$ cat config.mk
export PLATFORM = sky130hd
export DESIGN_NAME = open_page_seq
export DESIGN_NICKNAME = d
export VERILOG_FILES = /design/src/rtl/open_page_seq_pkg.sv /design/src/rtl/ops_datapath.sv /design/src/rtl/ops_ctrl.sv /design/src/rtl/open_page_seq.sv
export SDC_FILE = /design/constraint.sdc
export NUM_CORES = 1
export LEC_CHECK = 0
export ABC_AREA = 1
export BUFFER_PORTS_ARGS = -buffer_cell sky130_fd_sc_hd__buf_2
export CAP_MARGIN = 20
export CORE_AREA = 2 2 114 116
export CTS_CLUSTER_DIAMETER = 100
export CTS_CLUSTER_SIZE = 20
export DETAILED_ROUTE_END_ITERATION = 8
export DIE_AREA = 0 0 116 118
export PLACE_DENSITY = 0.58
export SYNTH_ARGS = -nofsm -noshare
export SYNTH_HDL_FRONTEND = slang
export SYNTH_HIERARCHICAL = 1
export SYNTH_SLANG_ARGS = --single-unit
$ cat constraint.sdc
create_clock -name clk -period 2.33 [get_ports clk]
set_clock_uncertainty 0.1 [all_clocks]
set_input_delay 0.233 -clock clk [delete_from_list [all_inputs] [get_ports clk]]
set_output_delay 0.233 -clock clk [all_outputs]
set_load 0.05 [all_outputs]
$ cat src/rtl/open_page_seq_pkg.sv
package open_page_seq_pkg;

  typedef enum logic [2:0] {
    CMD_NOP  = 3'd0,
    CMD_ACT  = 3'd1,
    CMD_RD   = 3'd2,
    CMD_WR   = 3'd3,
    CMD_PRE  = 3'd4,
    CMD_PALL = 3'd5,
    CMD_REF  = 3'd6
  } cmd_e;

  typedef enum logic [1:0] {
    GAP_COL = 2'd0,
    GAP_RCD = 2'd1,
    GAP_RP  = 2'd2,
    GAP_RFC = 2'd3
  } gap_e;

  // Strobes from the control decision to the bank/timing datapath.
  typedef struct packed {
    logic issue;      // a command leaves this cycle, reload spacing counter
    gap_e gapSel;     // which spacing follows it
    logic openBank;   // ACT: mark head bank open with head row
    logic closeBank;  // PRE: mark head bank closed
    logic closeAll;   // PALL: close every bank
    logic colIssue;   // a column command leaves
    logic lastCol;    // ... and it is the last one of the request
    logic clrRef;     // refresh served
    logic clrPall;    // precharge-all served
  } seqStrobe_t;

endpackage

$ cat src/rtl/ops_datapath.sv
module ops_datapath
  import open_page_seq_pkg::*;
#(
  parameter int ROW_W     = 13,
  parameter int BANK_W    = 2,
  parameter int COL_W     = 10,
  parameter int BUS_BYTES = 4,
  parameter int T_RCD     = 3,
  parameter int T_RP      = 3,
  parameter int T_RFC     = 8,
  localparam int BYTE_W   = $clog2(BUS_BYTES),
  localparam int ADDR_W   = ROW_W + BANK_W + COL_W + BYTE_W
) (
  input  logic              clk,
  input  logic              rst_n,
  input  logic [ADDR_W-1:0] reqAddr,
  input  logic [2:0]        reqSize,
  input  logic              refReq,
  input  logic              pallReq,
  input  seqStrobe_t        stb,
  output logic              bankOpen,
  output logic              rowHit,
  output logic              anyOpen,
  output logic              gapDone,
  output logic              colIdle,
  output logic              lastOfReq,
  output logic              refPend,
  output logic              pallPend,
  output logic [BANK_W-1:0] headBank,
  output logic [ROW_W-1:0]  headRow,
  output logic [COL_W-1:0]  colAddr
);

  localparam int NUM_BANKS = 1 << BANK_W;
  localparam int BURST_LOG = BYTE_W + 2;            // bytes per burst of four words
  localparam int MAX_SIZE  = 5;                     // 32 bytes
  localparam int CNT_W     = (MAX_SIZE - BURST_LOG > 0) ? (MAX_SIZE - BURST_LOG) : 1;
  localparam int GAP_A     = (T_RCD > T_RP) ? T_RCD : T_RP;
  localparam int GAP_B     = (T_RFC > 2) ? T_RFC : 2;
  localparam int MAX_GAP   = (GAP_A > GAP_B) ? GAP_A : GAP_B;
  localparam int WAIT_W    = $clog2(MAX_GAP + 1);

  logic             openVec [NUM_BANKS];
  logic [ROW_W-1:0] rowTbl  [NUM_BANKS];
  logic [WAIT_W-1:0] waitCnt, gapVal;
  logic [CNT_W-1:0]  colCnt, lastIdx;
  logic [COL_W-1:0]  headCol;
  int                needLog, sizeClamp;

  assign headCol  = reqAddr[BYTE_W +: COL_W];
  assign headBank = reqAddr[BYTE_W + COL_W +: BANK_W];
  assign headRow  = reqAddr[BYTE_W + COL_W + BANK_W +: ROW_W];

  generate
    if (BYTE_W > 0) begin : g_lowbits
      logic unusedByteBits;
      assign unusedByteBits = ^reqAddr[BYTE_W-1:0];
    end
  endgenerate

  // Per-bank open flag and row register.
  generate
    for (genvar b = 0; b < NUM_BANKS; b++) begin : g_bank
      always_ff @(posedge clk or negedge rst_n) begin
        if (!rst_n) begin
          openVec[b] <= 1'b0;
          rowTbl[b]  <= '0;
        end else if (stb.closeAll) begin
          openVec[b] <= 1'b0;
        end else if (headBank == BANK_W'(b)) begin
          if (stb.openBank) begin
            openVec[b] <= 1'b1;
            rowTbl[b]  <= headRow;
          end else if (stb.closeBank) begin
            openVec[b] <= 1'b0;
          end
        end
      end
    end
  endgenerate

  always_comb begin
    anyOpen = 1'b0;
    for (int b = 0; b < NUM_BANKS; b++) anyOpen |= openVec[b];
  end

  assign bankOpen = openVec[headBank];
  assign rowHit   = (rowTbl[headBank] == headRow);

  // Column command count for the head request.
  always_comb begin
    sizeClamp = (int'(reqSize) > MAX_SIZE) ? MAX_SIZE : int'(reqSize);
    needLog   = (sizeClamp > BURST_LOG) ? (sizeClamp - BURST_LOG) : 0;
    lastIdx   = CNT_W'((1 << needLog) - 1);
  end

  assign lastOfReq = (colCnt == lastIdx);
  assign colIdle   = (colCnt == '0);
  assign colAddr   = headCol + COL_W'({colCnt, 2'b00});

  always_ff @(posedge clk or negedge rst_n) begin
    if (!rst_n)             colCnt <= '0;
    else if (stb.colIssue)  colCnt <= stb.lastCol ? '0 : colCnt + 1'b1;
  end

  // Command spacing counter.
  always_comb begin
    unique case (stb.gapSel)
      GAP_COL: gapVal = WAIT_W'(1);
      GAP_RCD: gapVal = WAIT_W'(T_RCD - 1);
      GAP_RP:  gapVal = WAIT_W'(T_RP - 1);
      default: gapVal = WAIT_W'(T_RFC - 1);
    endcase
  end

  always_ff @(posedge clk or negedge rst_n) begin
    if (!rst_n)              waitCnt <= '0;
    else if (stb.issue)      waitCnt <= gapVal;
    else if (waitCnt != '0)  waitCnt <= waitCnt - 1'b1;
  end

  assign gapDone = (waitCnt == '0);

  // Latched maintenance requests; a new pulse wins over the clear.
  always_ff @(posedge clk or negedge rst_n) begin
    if (!rst_n) begin
      refPend  <= 1'b0;
      pallPend <= 1'b0;
    end else begin
      refPend  <= refReq  | (refPend  & ~stb.clrRef);
      pallPend <= pallReq | (pallPend & ~stb.clrPall);
    end
  end

endmodule

$ cat src/rtl/ops_ctrl.sv
module ops_ctrl
  import open_page_seq_pkg::*;
(
  input  logic       reqValid,
  input  logic       reqWrite,
  input  logic       bankOpen,
  input  logic       rowHit,
  input  logic       anyOpen,
  input  logic       gapDone,
  input  logic       colIdle,
  input  logic       lastOfReq,
  input  logic       refPend,
  input  logic       pallPend,
  output seqStrobe_t stb,
  output cmd_e       cmdCode,
  output logic       reqReady
);

  always_comb begin
    stb      = '0;
    cmdCode  = CMD_NOP;
    reqReady = 1'b0;
    if (gapDone) begin
      if (colIdle && (pallPend || (refPend && anyOpen))) begin
        cmdCode      = CMD_PALL;
        stb.issue    = 1'b1;
        stb.gapSel   = GAP_RP;
        stb.closeAll = 1'b1;
        stb.clrPall  = 1'b1;
      end else if (colIdle && refPend) begin
        cmdCode    = CMD_REF;
        stb.issue  = 1'b1;
        stb.gapSel = GAP_RFC;
        stb.clrRef = 1'b1;
      end else if (reqValid) begin
        if (!bankOpen) begin
          cmdCode      = CMD_ACT;
          stb.issue    = 1'b1;
          stb.gapSel   = GAP_RCD;
          stb.openBank = 1'b1;
        end else if (!rowHit) begin
          cmdCode       = CMD_PRE;
          stb.issue     = 1'b1;
          stb.gapSel    = GAP_RP;
          stb.closeBank = 1'b1;
        end else begin
          cmdCode      = reqWrite ? CMD_WR : CMD_RD;
          stb.issue    = 1'b1;
          stb.gapSel   = GAP_COL;
          stb.colIssue = 1'b1;
          stb.lastCol  = lastOfReq;
          reqReady     = lastOfReq;
        end
      end
    end
  end

endmodule

$ cat src/rtl/open_page_seq.sv
module open_page_seq
  import open_page_seq_pkg::*;
#(
  parameter int ROW_W     = 13,
  parameter int BANK_W    = 2,
  parameter int COL_W     = 10,
  parameter int BUS_BYTES = 4,
  parameter int T_RCD     = 3,
  parameter int T_RP      = 3,
  parameter int T_RFC     = 8,
  localparam int ADDR_W   = ROW_W + BANK_W + COL_W + $clog2(BUS_BYTES)
) (
  input  logic              clk,
  input  logic              rst_n,
  input  logic              reqValid,
  output logic              reqReady,
  input  logic              reqWrite,
  input  logic [ADDR_W-1:0] reqAddr,
  input  logic [2:0]        reqSize,
  input  logic              refReq,
  input  logic              pallReq,
  output logic              cmdValid,
  output logic [2:0]        cmdCode,
  output logic [BANK_W-1:0] cmdBank,
  output logic [ROW_W-1:0]  cmdRow,
  output logic [COL_W-1:0]  cmdCol
);

  seqStrobe_t stb;
  cmd_e       code;
  logic bankOpen, rowHit, anyOpen, gapDone, colIdle, lastOfReq, refPend, pallPend;

  ops_datapath #(
    .ROW_W(ROW_W), .BANK_W(BANK_W), .COL_W(COL_W), .BUS_BYTES(BUS_BYTES),
    .T_RCD(T_RCD), .T_RP(T_RP), .T_RFC(T_RFC)
  ) u_dp (
    .clk(clk), .rst_n(rst_n), .reqAddr(reqAddr), .reqSize(reqSize),
    .refReq(refReq), .pallReq(pallReq), .stb(stb),
    .bankOpen(bankOpen), .rowHit(rowHit), .anyOpen(anyOpen), .gapDone(gapDone),
    .colIdle(colIdle), .lastOfReq(lastOfReq), .refPend(refPend), .pallPend(pallPend),
    .headBank(cmdBank), .headRow(cmdRow), .colAddr(cmdCol)
  );

  ops_ctrl u_ctrl (
    .reqValid(reqValid), .reqWrite(reqWrite), .bankOpen(bankOpen), .rowHit(rowHit),
    .anyOpen(anyOpen), .gapDone(gapDone), .colIdle(colIdle), .lastOfReq(lastOfReq),
    .refPend(refPend), .pallPend(pallPend), .stb(stb), .cmdCode(code), .reqReady(reqReady)
  );

  assign cmdCode  = code;
  assign cmdValid = (code != CMD_NOP);

endmodule

==> impl_metrics.csv, run 1 <==
group,metric,value,unit
run_status,status,"finished with violations",
run_status,failed_checks,"setup timing",
detailed_routing,avgRoutedWirePerCell,11.5,um
synth,syn_area,3640,um2
floorplanning,num_rows,41,
detailed_routing,first_iter_violations,206,
worst_setup_path,start_kind,"flop",
synth,syn_inst,508,
sta,hold_violations,0,
layout,final_common_cell,"nand2_1",
global_route,grt_pass1_vias,3174,
global_route,grt_pass1_wl,14800,um
placement,port_buffers,59,
synth,yosysSeqAreaShare,43.3,%
layout,final_cells,758,
worst_setup_path,rrSetupSlack,0.14,ns
clock_tree,worstSkewPairLatency,0.33,ns
detailed_routing,vias,3287,
layout,nNetsFinal,622,
hold_path,holdPathEnd,"u_dp/rowTbl[38]$_DFFE_PN0P_",
clock_tree,clk_pin_slew_worst_paths,0.06,ns
sta,fin_tns_setup,-0.131,ns
floorplanning,die_area,13700,um2
floorplanning,die_x,116,um
global_route,grt_max_degree,64,
worst_setup_path,r2r-start,"u_dp/rowTbl[40]$_DFFE_PN0P_",
pwr,totalPowerFinal,4.70,mW
placement,pre_cts_slack,-0.137,ns
worst_setup_path,path_max_fanout,3,
placement,dpl.cell_count,731,
layout,area_growth,29.5,%
hold_path,hold-path-cell-count,3,
placement,gp_congestion,0.760,
flow_run,drv_cap,0,
clock_tree,clockBufferDepth,2,
layout,num_antenna_cells,0,
worst_setup_path,r2r_cells,16,
placement,postPlaceCellArea,4240,um2
worst_setup_path,cp_cell_sequence,"nand2_1 > nand2_1 > nand2_1 > nand2_1 > nand2_1 > nand2_1 > inv_1 > nand2_1 > nor2_1 > nand2_1 > nor2_4 > nand3_2 > nand2_2 > nand2_2 > nor2_4 > nor2_1 > nand2_2 > buf_8",
synth,ys_types,29,
worst_setup_path,path_buf_inv,2,
floorplanning,core_region_area,12400,um2
sta,tightest_slew,0.372,ns
floorplanning,start_util,29.3,%
global_route,antenna_found_initial,0,
worst_setup_path,cp_data_required_time,2.00,ns
clock_tree,cts-root-buf,"clkbuf_16",
synth,syn_area_per_cell,7.17,um2
pwr,p_per_area,996,nW/um2
sta,fin_crit,2.40,ns
pwr,ir_drop,0.000593,V
hold_path,hold_path_class,"input pin to flop",
hold_path,hold_path_startpoint,"reqAddr[26]",
sta,rsz0062_at_grt,"true",
worst_setup_path,end_kind,"output port",
worst_setup_path,slowest_stage,"dfrtp_1",
layout,final_cell_mix,"213 x nand2_1, 63 x dfrtp_1, 57 x o21ai_0",
sta,drv_slew,0,
floorplanning,die_h,118,um
layout,drive_above_1_share,24.2,%
worst_setup_path,slowest_delay,0.38,ns
layout,n_fill_cell,1319,
global_route,track_usage,13.6,%
sta,relSlewSlack,75.2,%
pwr,leakage,2.53,nW
worst_setup_path,worst-setup-path-type,"flop to output port",
clock_tree,cts_tree,"yes",
clock_tree,htree_levels,3,
worst_setup_path,critPathMostFrequentCell,"nand2_1",
sta,setup_viol,3,
worst_setup_path,crit_family,"simple AND/OR/NAND/NOR gates",
synth,ys_seq_elements,63,
worst_setup_path,rr_endpoint,"u_dp/waitCnt[0]$_DFFE_PN0P_",
synth,yosysWarnings,6,
clock_tree,cts.sinks,63,
layout,final_cell_area,4720,um2
floorplanning,io_pins,66,
sta,fmax,0.416,GHz
global_route,grt-ovfl-total,0,
sta,period_share,103,%
detailed_routing,antenna_left,0,
placement,hpwl,5830,um
detailed_routing,viasPerCell,4.34,
detailed_routing,drc,0,
clock_tree,cts_buffers,9,
synth,syn-num-nets,549,
worst_setup_path,cp.arrival,2.07,ns
detailed_routing,first_pass_iters,5,
detailed_routing,wirelength,8730,um
sta,fin_ws,-0.0711,ns
-- final cells by class --
type                    instances  area (um2)  share of cell area, %
multi-input cells             365        1740                   36.9
flip-flops and latches         63        1580                   33.4
repair buffers                 97         723                   15.3
clock buffers                  10         239                   5.07
well taps                     172         215                   4.56
inverters                      45         176                   3.74
clock inverters                 6        43.8                  0.929
-- stage by stage --
step / util (%) / hold WS, ns
after floorplan: - / -0.163
after global placement: 34.2 / 0.173
final: 38.0 / 0.157
after global routing: 38.0 / 0.183
after CTS: 37.5 / 0.149
after detailed placement: 34.2 / 0.177
-- routing by layer --
metal,share of wire (%),track usage (%)
met1,47,17.2
met4,0.46,3.65
met3,5.2,3.14
met2,47,23.1
met5,0,0
-- what timing repair did --
item                                    4_1_cts  5_1_grt
buffers inserted                              7        3
pin swaps                                    13       15
gates resized for setup                      13       17
endpoints found under the setup margin        5       14
gates cloned                                  0        0
hold endpoints to repair                     65        0
hold buffers                                  3        0
-- power breakdown --
group / internal (mW) / total (mW) / switching [mW]
sequential: 1.58 / 1.84 / 0.264
combinational: 0.678 / 1.60 / 0.923
clock: 0.751 / 1.25 / 0.500
-- state kept, by name, summed over array words and instances, names as in the netlist --
register / count
u_dp/pallPend: 1
u_dp/rowTbl: 52
u_dp/openVec: 4
u_dp/waitCnt: 4
u_dp/colCnt: 1
u_dp/refPend: 1
-- cell families after synthesis --
| family | synth area share (%) |
|---|---|
| buffers and inverters | 11.4 |
| adders and majority gates | 1.72 |
| xor gates and xnor gates | 2.16 |
| and+or+nand+nor | 31.3 |
| AOI/OAI and AO/OA | 10.1 |
| DFF | 43.3 |
-- Yosys cell counts --
cell type | instances | area (um2)
a21oi_1 | 3 | 15.0
a21oi_2 | 1 | 8.76
a22oi_1 | 2 | 15.0
buf_2 | 6 | 30.0
buf_4 | 22 | 165
buf_6 | 3 | 33.8
clkbuf_1 | 4 | 15.0
dfrtp_1 | 63 | 1580
ha_1 | 5 | 62.6
inv_1 | 42 | 158
inv_2 | 2 | 7.51
inv_4 | 1 | 6.26
nand2_1 | 219 | 822
nand2_2 | 6 | 37.5
nand2_4 | 1 | 11.3
nand3_1 | 20 | 100
nand3_2 | 1 | 10.0
nand3b_1 | 2 | 15.0
nand4_1 | 1 | 6.26
nor2_1 | 26 | 97.6
nor2_2 | 2 | 12.5
nor3_1 | 1 | 5.00
nor3_2 | 1 | 10.0
nor3b_2 | 1 | 12.5
o21ai_0 | 61 | 305
o21bai_1 | 2 | 15.0
o221ai_1 | 1 | 8.76
xnor2_1 | 5 | 43.8
xor2_1 | 4 | 35.0
-- worst max path at each step --
stage	start	end	slack (ns)	cells past startpoint
after global routing	u_dp/rowTbl[6]$_DFFE_PN0P_	cmdValid	-0.28	18
final	u_dp/rowTbl[6]$_DFFE_PN0P_	cmdValid	-0.07	18
after global placement	reqAddr[12]	cmdValid	-0.13	17
after detailed placement	reqAddr[12]	reqReady	-0.14	15
after CTS	u_dp/rowTbl[25]$_DFFE_PN0P_	reqReady	-0.07	14
after floorplan	reqAddr[12]	u_dp/waitCnt[0]$_DFFE_PN0P_	-0.04	18
-- worst min-delay path, stage by stage --
cell	delay (ns)
buf_2	0.09
inv_1	0.07
o21ai_0	0.15
(Power assumes the default switching activity.)
==> inputs of run 2 (changes only) <==
==> constraint.sdc (replaced) <==
create_clock -name clk -period 2.33 [get_ports clk]
set_clock_uncertainty 0.1 [all_clocks]
set_input_delay 0.3495 -clock clk [delete_from_list [all_inputs] [get_ports clk]]
set_output_delay 0.3495 -clock clk [all_outputs]
set_load 0.05 [all_outputs]
==> run 2 against run 1 <==
Effect of this change:
- the run still ends with setup timing left
- final cell count rose by 1.1%
- count of clock-buffer cells in the layout stayed put
- sequential share of layout area down 0.81 points
- via count grew 4.5%
- first-iteration DRC count shrank 4.4%
- die area stayed put
- sequential power is essentially flat
- setup slack got worse by 0.12 ns
- highest routed layer unchanged
==> impl_metrics.csv, run 2 (synthesized netlist as in run 1, its figures left out) <==
group,metric,value,unit
run_status,status,"finished with violations",
run_status,failed_checks,"setup timing",
layout,largest_reg_flops,52,
global_route,grt-ovfl-total,0,
global_route,use_met3,3.76,%
global_route,grt_pass1_vias,3276,
worst_setup_path,path_max_fanout,3,
floorplanning,core_region_area,12400,um2
worst_setup_path,end_kind,"output port",
layout,num_antenna_cells,0,
layout,reg_top3,"u_dp/rowTbl (52), u_dp/openVec (4), u_dp/waitCnt (4)",
global_route,grtUsageMet1,18.1,%
clock_tree,cts_buffers,9,
sta,setup_viol,5,
floorplanning,die_x,116,um
global_route,antenna_found_initial,0,
worst_setup_path,crit_end,"reqReady",
detailed_routing,viasPerCell,4.49,
sta,fin_tns_setup,-0.715,ns
layout,regMostFlops,"u_dp/rowTbl",
pwr,totalPowerFinal,4.69,mW
layout,final_common_cell,"nand2_1",
global_route,grt_busiest_layer,"met2",
placement,hpwl,6370,um
layout,n_fill_cell,1299,
worst_setup_path,start_kind,"flop",
sta,fmax,0.397,GHz
detailed_routing,first_pass_iters,5,
global_route,grt_pass1_wl,15300,um
worst_setup_path,rr_endpoint,"u_dp/rowTbl[45]$_DFFE_PN0P_",
detailed_routing,antenna_left,0,
hold_path,hold_path_class,"input pin to flop",
sta,fin_ws,-0.192,ns
detailed_routing,avgRoutedWirePerCell,12.0,um
pwr,ir_drop,0.000416,V
floorplanning,die_area,13700,um2
global_route,grt_max_degree,64,
pwr,p_per_area,969,nW/um2
worst_setup_path,r2r-start,"u_dp/waitCnt[0]$_DFFE_PN0P_",
clock_tree,worstSkewPairLatency,0.33,ns
clock_tree,clk_pin_slew_worst_paths,0.05,ns
detailed_routing,wirelength,9170,um
layout,final_cell_mix,"211 x nand2_1, 62 x dfrtp_1, 57 x o21ai_0",
worst_setup_path,cp.arrival,2.07,ns
sta,fin_crit,2.52,ns
pwr,leakage,2.56,nW
detailed_routing,vias,3436,
clock_tree,cts-root-buf,"clkbuf_16",
worst_setup_path,r2r_cells,13,
floorplanning,num_rows,41,
layout,final_cell_area,4840,um2
placement,postPlaceCellArea,4320,um2
worst_setup_path,cp_data_required_time,1.88,ns
detailed_routing,first_iter_violations,197,
global_route,track_usage,14.0,%
worst_setup_path,startpoint,"u_dp/rowTbl[19]$_DFFE_PN0P_",
clock_tree,cts.sinks,63,
sta,rsz0062_at_grt,"true",
global_route,use_met2,22.6,%
floorplanning,die_h,118,um
sta,whs,0.124,ns
worst_setup_path,worst-setup-path-type,"flop to output port",
worst_setup_path,rrSetupSlack,0.17,ns
detailed_routing,drc,0,
clock_tree,clockBufferDepth,2,
sta,relSlewSlack,76.0,%
sta,tightest_slew,0.360,ns
floorplanning,io_pins,66,
layout,nNetsFinal,630,
sta,period_share,108,%
clock_tree,htree_levels,3,
placement,gp_congestion,0.803,
layout,area_growth,32.9,%
layout,drive_above_1_share,27.8,%
floorplanning,start_util,29.3,%
placement,pre_cts_slack,-0.411,ns
clock_tree,cts_tree,"yes",
sta,drv_slew,0,
placement,port_buffers,59,
flow_run,drv_cap,0,
sta,hold_violations,0,
[run 2: layout make-up]
type	count	area [um2]	area share (%)
timing repair buffer	105	817	16.9
sequential	63	1580	32.6
clock buffer	10	229	4.73
inverter	45	179	3.70
tap	172	215	4.45
multi-input combinational	365	1780	36.8
clock inverter	6	37.5	0.776
[run 2: how the worst min path moves through the flow]
stage,start,end,slack [ns],cells past startpoint
6_report,refReq,u_dp/refPend$_DFF_PN0_,0.12,2
5_1_grt,refReq,u_dp/refPend$_DFF_PN0_,0.12,2
4_1_cts,refReq,u_dp/refPend$_DFF_PN0_,0.12,2
3_5_place_dp,rst_n,u_dp/rowTbl[24]$_DFFE_PN0P_,0.29,2
3_3_place_gp,rst_n,u_dp/rowTbl[24]$_DFFE_PN0P_,0.29,2
2_1_floorplan,rst_n,u_dp/colCnt$_DFFE_PN0P_,-0.05,0
[run 2: timing repair]
action | 4_1_cts | 5_1_grt
pin swaps | 17 | 9
setup buffers | 5 | 5
hold buffers | 1 | 0
setup endpoints to repair | 8 | 66
resized for setup | 25 | 32
endpoints found under the hold margin | 63 | 0
[run 2: power by group]
| group | switching (mW) | internal (mW) |
|---|---|---|
| clock network | 0.480 | 0.712 |
| registers | 0.280 | 1.58 |
| logic | 0.945 | 0.690 |
[run 2: critical path, stage by stage, from the launching register on]
cell	delay, ns
dfrtp_1	0.38
nand2_1	0.07
nand2_1	0.05
nand2_1	0.07
nand2_1	0.06
nand2_1	0.05
nand2_1	0.06
inv_1	0.05
nand2_1	0.05
nor2_2	0.09
nand2_2	0.07
nor2_4	0.14
nand3_2	0.11
nor2_2	0.13
nand2_2	0.08
nor2_4	0.12
buf_8	0.16
[run 2: stage by stage]
step	cells	utilization [%]
6_report	766	39.0
5_1_grt	766	39.0
4_1_cts	763	38.0
3_5_place_dp	741	34.8
3_3_place_gp	741	34.8
2_1_floorplan	508	-
[run 2: routing by layer]
| metal | wire length [um] | vias up |
|---|---|---|
| met1 | 4230 | 1601 |
| met4 | 115 | 0 |
| li1 | - | 1727 |
| met5 | 0 | - |
| met2 | 4280 | 96 |
| met3 | 537 | 12 |
==> inputs of run 3 (changes only) <==
==> constraint.sdc (replaced) <==
create_clock -name clk -period 2.33 [get_ports clk]
set_clock_uncertainty 0.1 [all_clocks]
set_input_delay 0.3495 -clock clk [delete_from_list [all_inputs] [get_ports clk]]
set_output_delay 0.3495 -clock clk [all_outputs]
set_load 0.01 [all_outputs]
==> run 3 against run 2 <==
Effect of this change:
- the run still ends with setup timing left
- power grew 0.86%
- clock power up 22%
- wire length shrank 4.8%
- setup slack improved by 0.047 ns
- register-to-register slack worse by 0.10 ns
- worst hold slack gained 0.00085 ns
- utilization decreased by 1.1 points
- global-route usage shrank 0.45 points
- count of clock-buffer cells in the layout is the same
- non-clock buffer count down 12
- first-iteration DRC count is 12% lower
- highest routed layer unchanged
==> impl_metrics.csv, run 3 (synthesized netlist as in run 1, its figures left out) <==
group,metric,value,unit
run_status,status,"finished with violations",
run_status,failed_checks,"setup timing",
flow_run,drv_cap,0,
layout,final_common_cell,"nand2_1",
clock_tree,cts.sinks,63,
layout,reg_top3,"u_dp/rowTbl (52), u_dp/openVec (4), u_dp/waitCnt (4)",
clock_tree,cts_buffers,9,
detailed_routing,first_iter_violations,173,
placement,pre_cts_slack,-0.309,ns
worst_setup_path,path_buf_inv,2,
placement,hpwl,6170,um
layout,nNetsFinal,618,
layout,register_area,1580,um2
sta,drv_slew,0,
layout,multi_input_area,1710,um2
global_route,grt_max_degree,42,
detailed_routing,first_pass_iters,4,
sta,fin_ws,-0.145,ns
floorplanning,die_area,13700,um2
sta,tightest_slew,0.556,ns
layout,final_cell_mix,"215 x nand2_1, 63 x dfrtp_1, 58 x buf_2",
sta,relSlewSlack,63.0,%
worst_setup_path,worst-setup-path-type,"flop to output port",
worst_setup_path,crit_family,"simple AND/OR/NAND/NOR gates",
global_route,grt_pass1_vias,3172,
placement,gp_congestion,0.747,
worst_setup_path,slowest_stage,"dfrtp_1",
hold_path,hold_path_class,"input pin to flop",
detailed_routing,antenna_left,0,
clock_tree,cts_tree,"yes",
pwr,leakage,2.52,nW
sta,hold_violations,0,
detailed_routing,wirelength,8730,um
floorplanning,core_region_area,12400,um2
pwr,totalPowerFinal,4.73,mW
global_route,antenna_found_initial,0,
floorplanning,die_x,116,um
detailed_routing,vias,3322,
worst_setup_path,cp_cell_sequence,"nand2_1 > nand2_1 > nand2_1 > nand2_1 > nand2_1 > nand2_1 > inv_2 > nand2_1 > nor2_1 > nand2_1 > nor2_4 > nand3_2 > nor2_2 > nand2_2 > nor2_2 > buf_2",
worst_setup_path,slowest_delay,0.38,ns
clock_tree,clockBufferDepth,2,
floorplanning,num_rows,41,
pwr,p_per_area,1010,nW/um2
layout,regMostFlops,"u_dp/rowTbl",
sta,fin_crit,2.47,ns
floorplanning,die_h,118,um
clock_tree,htree_levels,3,
sta,rsz0062_at_grt,"true",
detailed_routing,avgRoutedWirePerCell,11.6,um
global_route,track_usage,13.5,%
floorplanning,io_pins,66,
layout,num_antenna_cells,0,
layout,n_fill_cell,1327,
layout,final_cell_area,4700,um2
worst_setup_path,start_kind,"flop",
layout,final_util,37.9,%
worst_setup_path,path_max_fanout,3,
sta,setup_viol,4,
floorplanning,start_util,29.3,%
placement,postPlaceCellArea,4230,um2
detailed_routing,viasPerCell,4.41,
layout,final_cells,754,
layout,largest_reg_flops,52,
global_route,grt_pass1_wl,14700,um
global_route,grt-ovfl-total,0,
detailed_routing,drc,0,
layout,area_growth,29.1,%
pwr,ir_drop,0.000454,V
placement,port_buffers,59,
sta,fmax,0.404,GHz
clock_tree,cts-root-buf,"clkbuf_16",
placement,dpl.cell_count,733,
clock_tree,worstSkewPairLatency,0.32,ns
clock_tree,clk_pin_slew_worst_paths,0.06,ns
layout,drive_above_1_share,23.7,%
sta,period_share,106,%
worst_setup_path,cp.arrival,2.03,ns
worst_setup_path,cp_data_required_time,1.88,ns
worst_setup_path,critPathMostFrequentCell,"nand2_1",
worst_setup_path,end_kind,"output port",
-- run 3: cell type report --
class	count	share of cell area, %
inverters	45	3.75
multi-input cells	365	36.4
clock buffers	10	5.09
repair buffers	93	14.6
well taps	172	4.58
clock inverters	6	1.97
flip-flops and latches	63	33.5
-- run 3: final timing paths --
check,startpoint,to,slack [ns],cells past startpoint
max,u_dp/rowTbl[6]$_DFFE_PN0P_,reqReady,-0.14,16
min,refReq,u_dp/refPend$_DFF_PN0_,0.12,2
max reg2reg,u_dp/rowTbl[6]$_DFFE_PN0P_,u_dp/waitCnt[0]$_DFFE_PN0P_,0.07,16
min reg2reg,u_dp/rowTbl[12]$_DFFE_PN0P_,u_dp/rowTbl[12]$_DFFE_PN0P_,0.38,2
max in group asynchronous,rst_n,u_dp/rowTbl[35]$_DFFE_PN0P_,1.07,3
min in group asynchronous,rst_n,u_dp/rowTbl[11]$_DFFE_PN0P_,0.45,2
-- run 3: repair_timing --
| item | in CTS | in global routing |
|---|---|---|
| endpoints found under the hold margin | 22 | 0 |
| resized for setup | 14 | 15 |
| gates cloned | 1 | 0 |
| setup buffers | 2 | 2 |
| pin swaps | 10 | 8 |
| hold buffers | 1 | 0 |
| setup endpoints to repair | 5 | 15 |
-- run 3: routing by layer --
layer | track usage (%) | part of all wire, %
met1 | 18.4 | 47
met2 | 21.6 | 46
met3 | 3.04 | 5.2
met4 | 3.35 | 0.92
met5 | 0 | 0
-- run 3: per-stage QoR --
step	hold slack (ns)	TNS [ns]
CTS	0.119	-0.460
detailed placement	0.280	-9.90
floorplan	-0.0461	0
global route	0.121	-1.53
finish	0.124	-0.364
global placement	0.274	-8.30
-- run 3: power by group --
group	internal [mW]	switching (mW)
Sequential	1.58	0.266
Clock	0.970	0.483
Combinational	0.633	0.796
Total	3.18	1.55
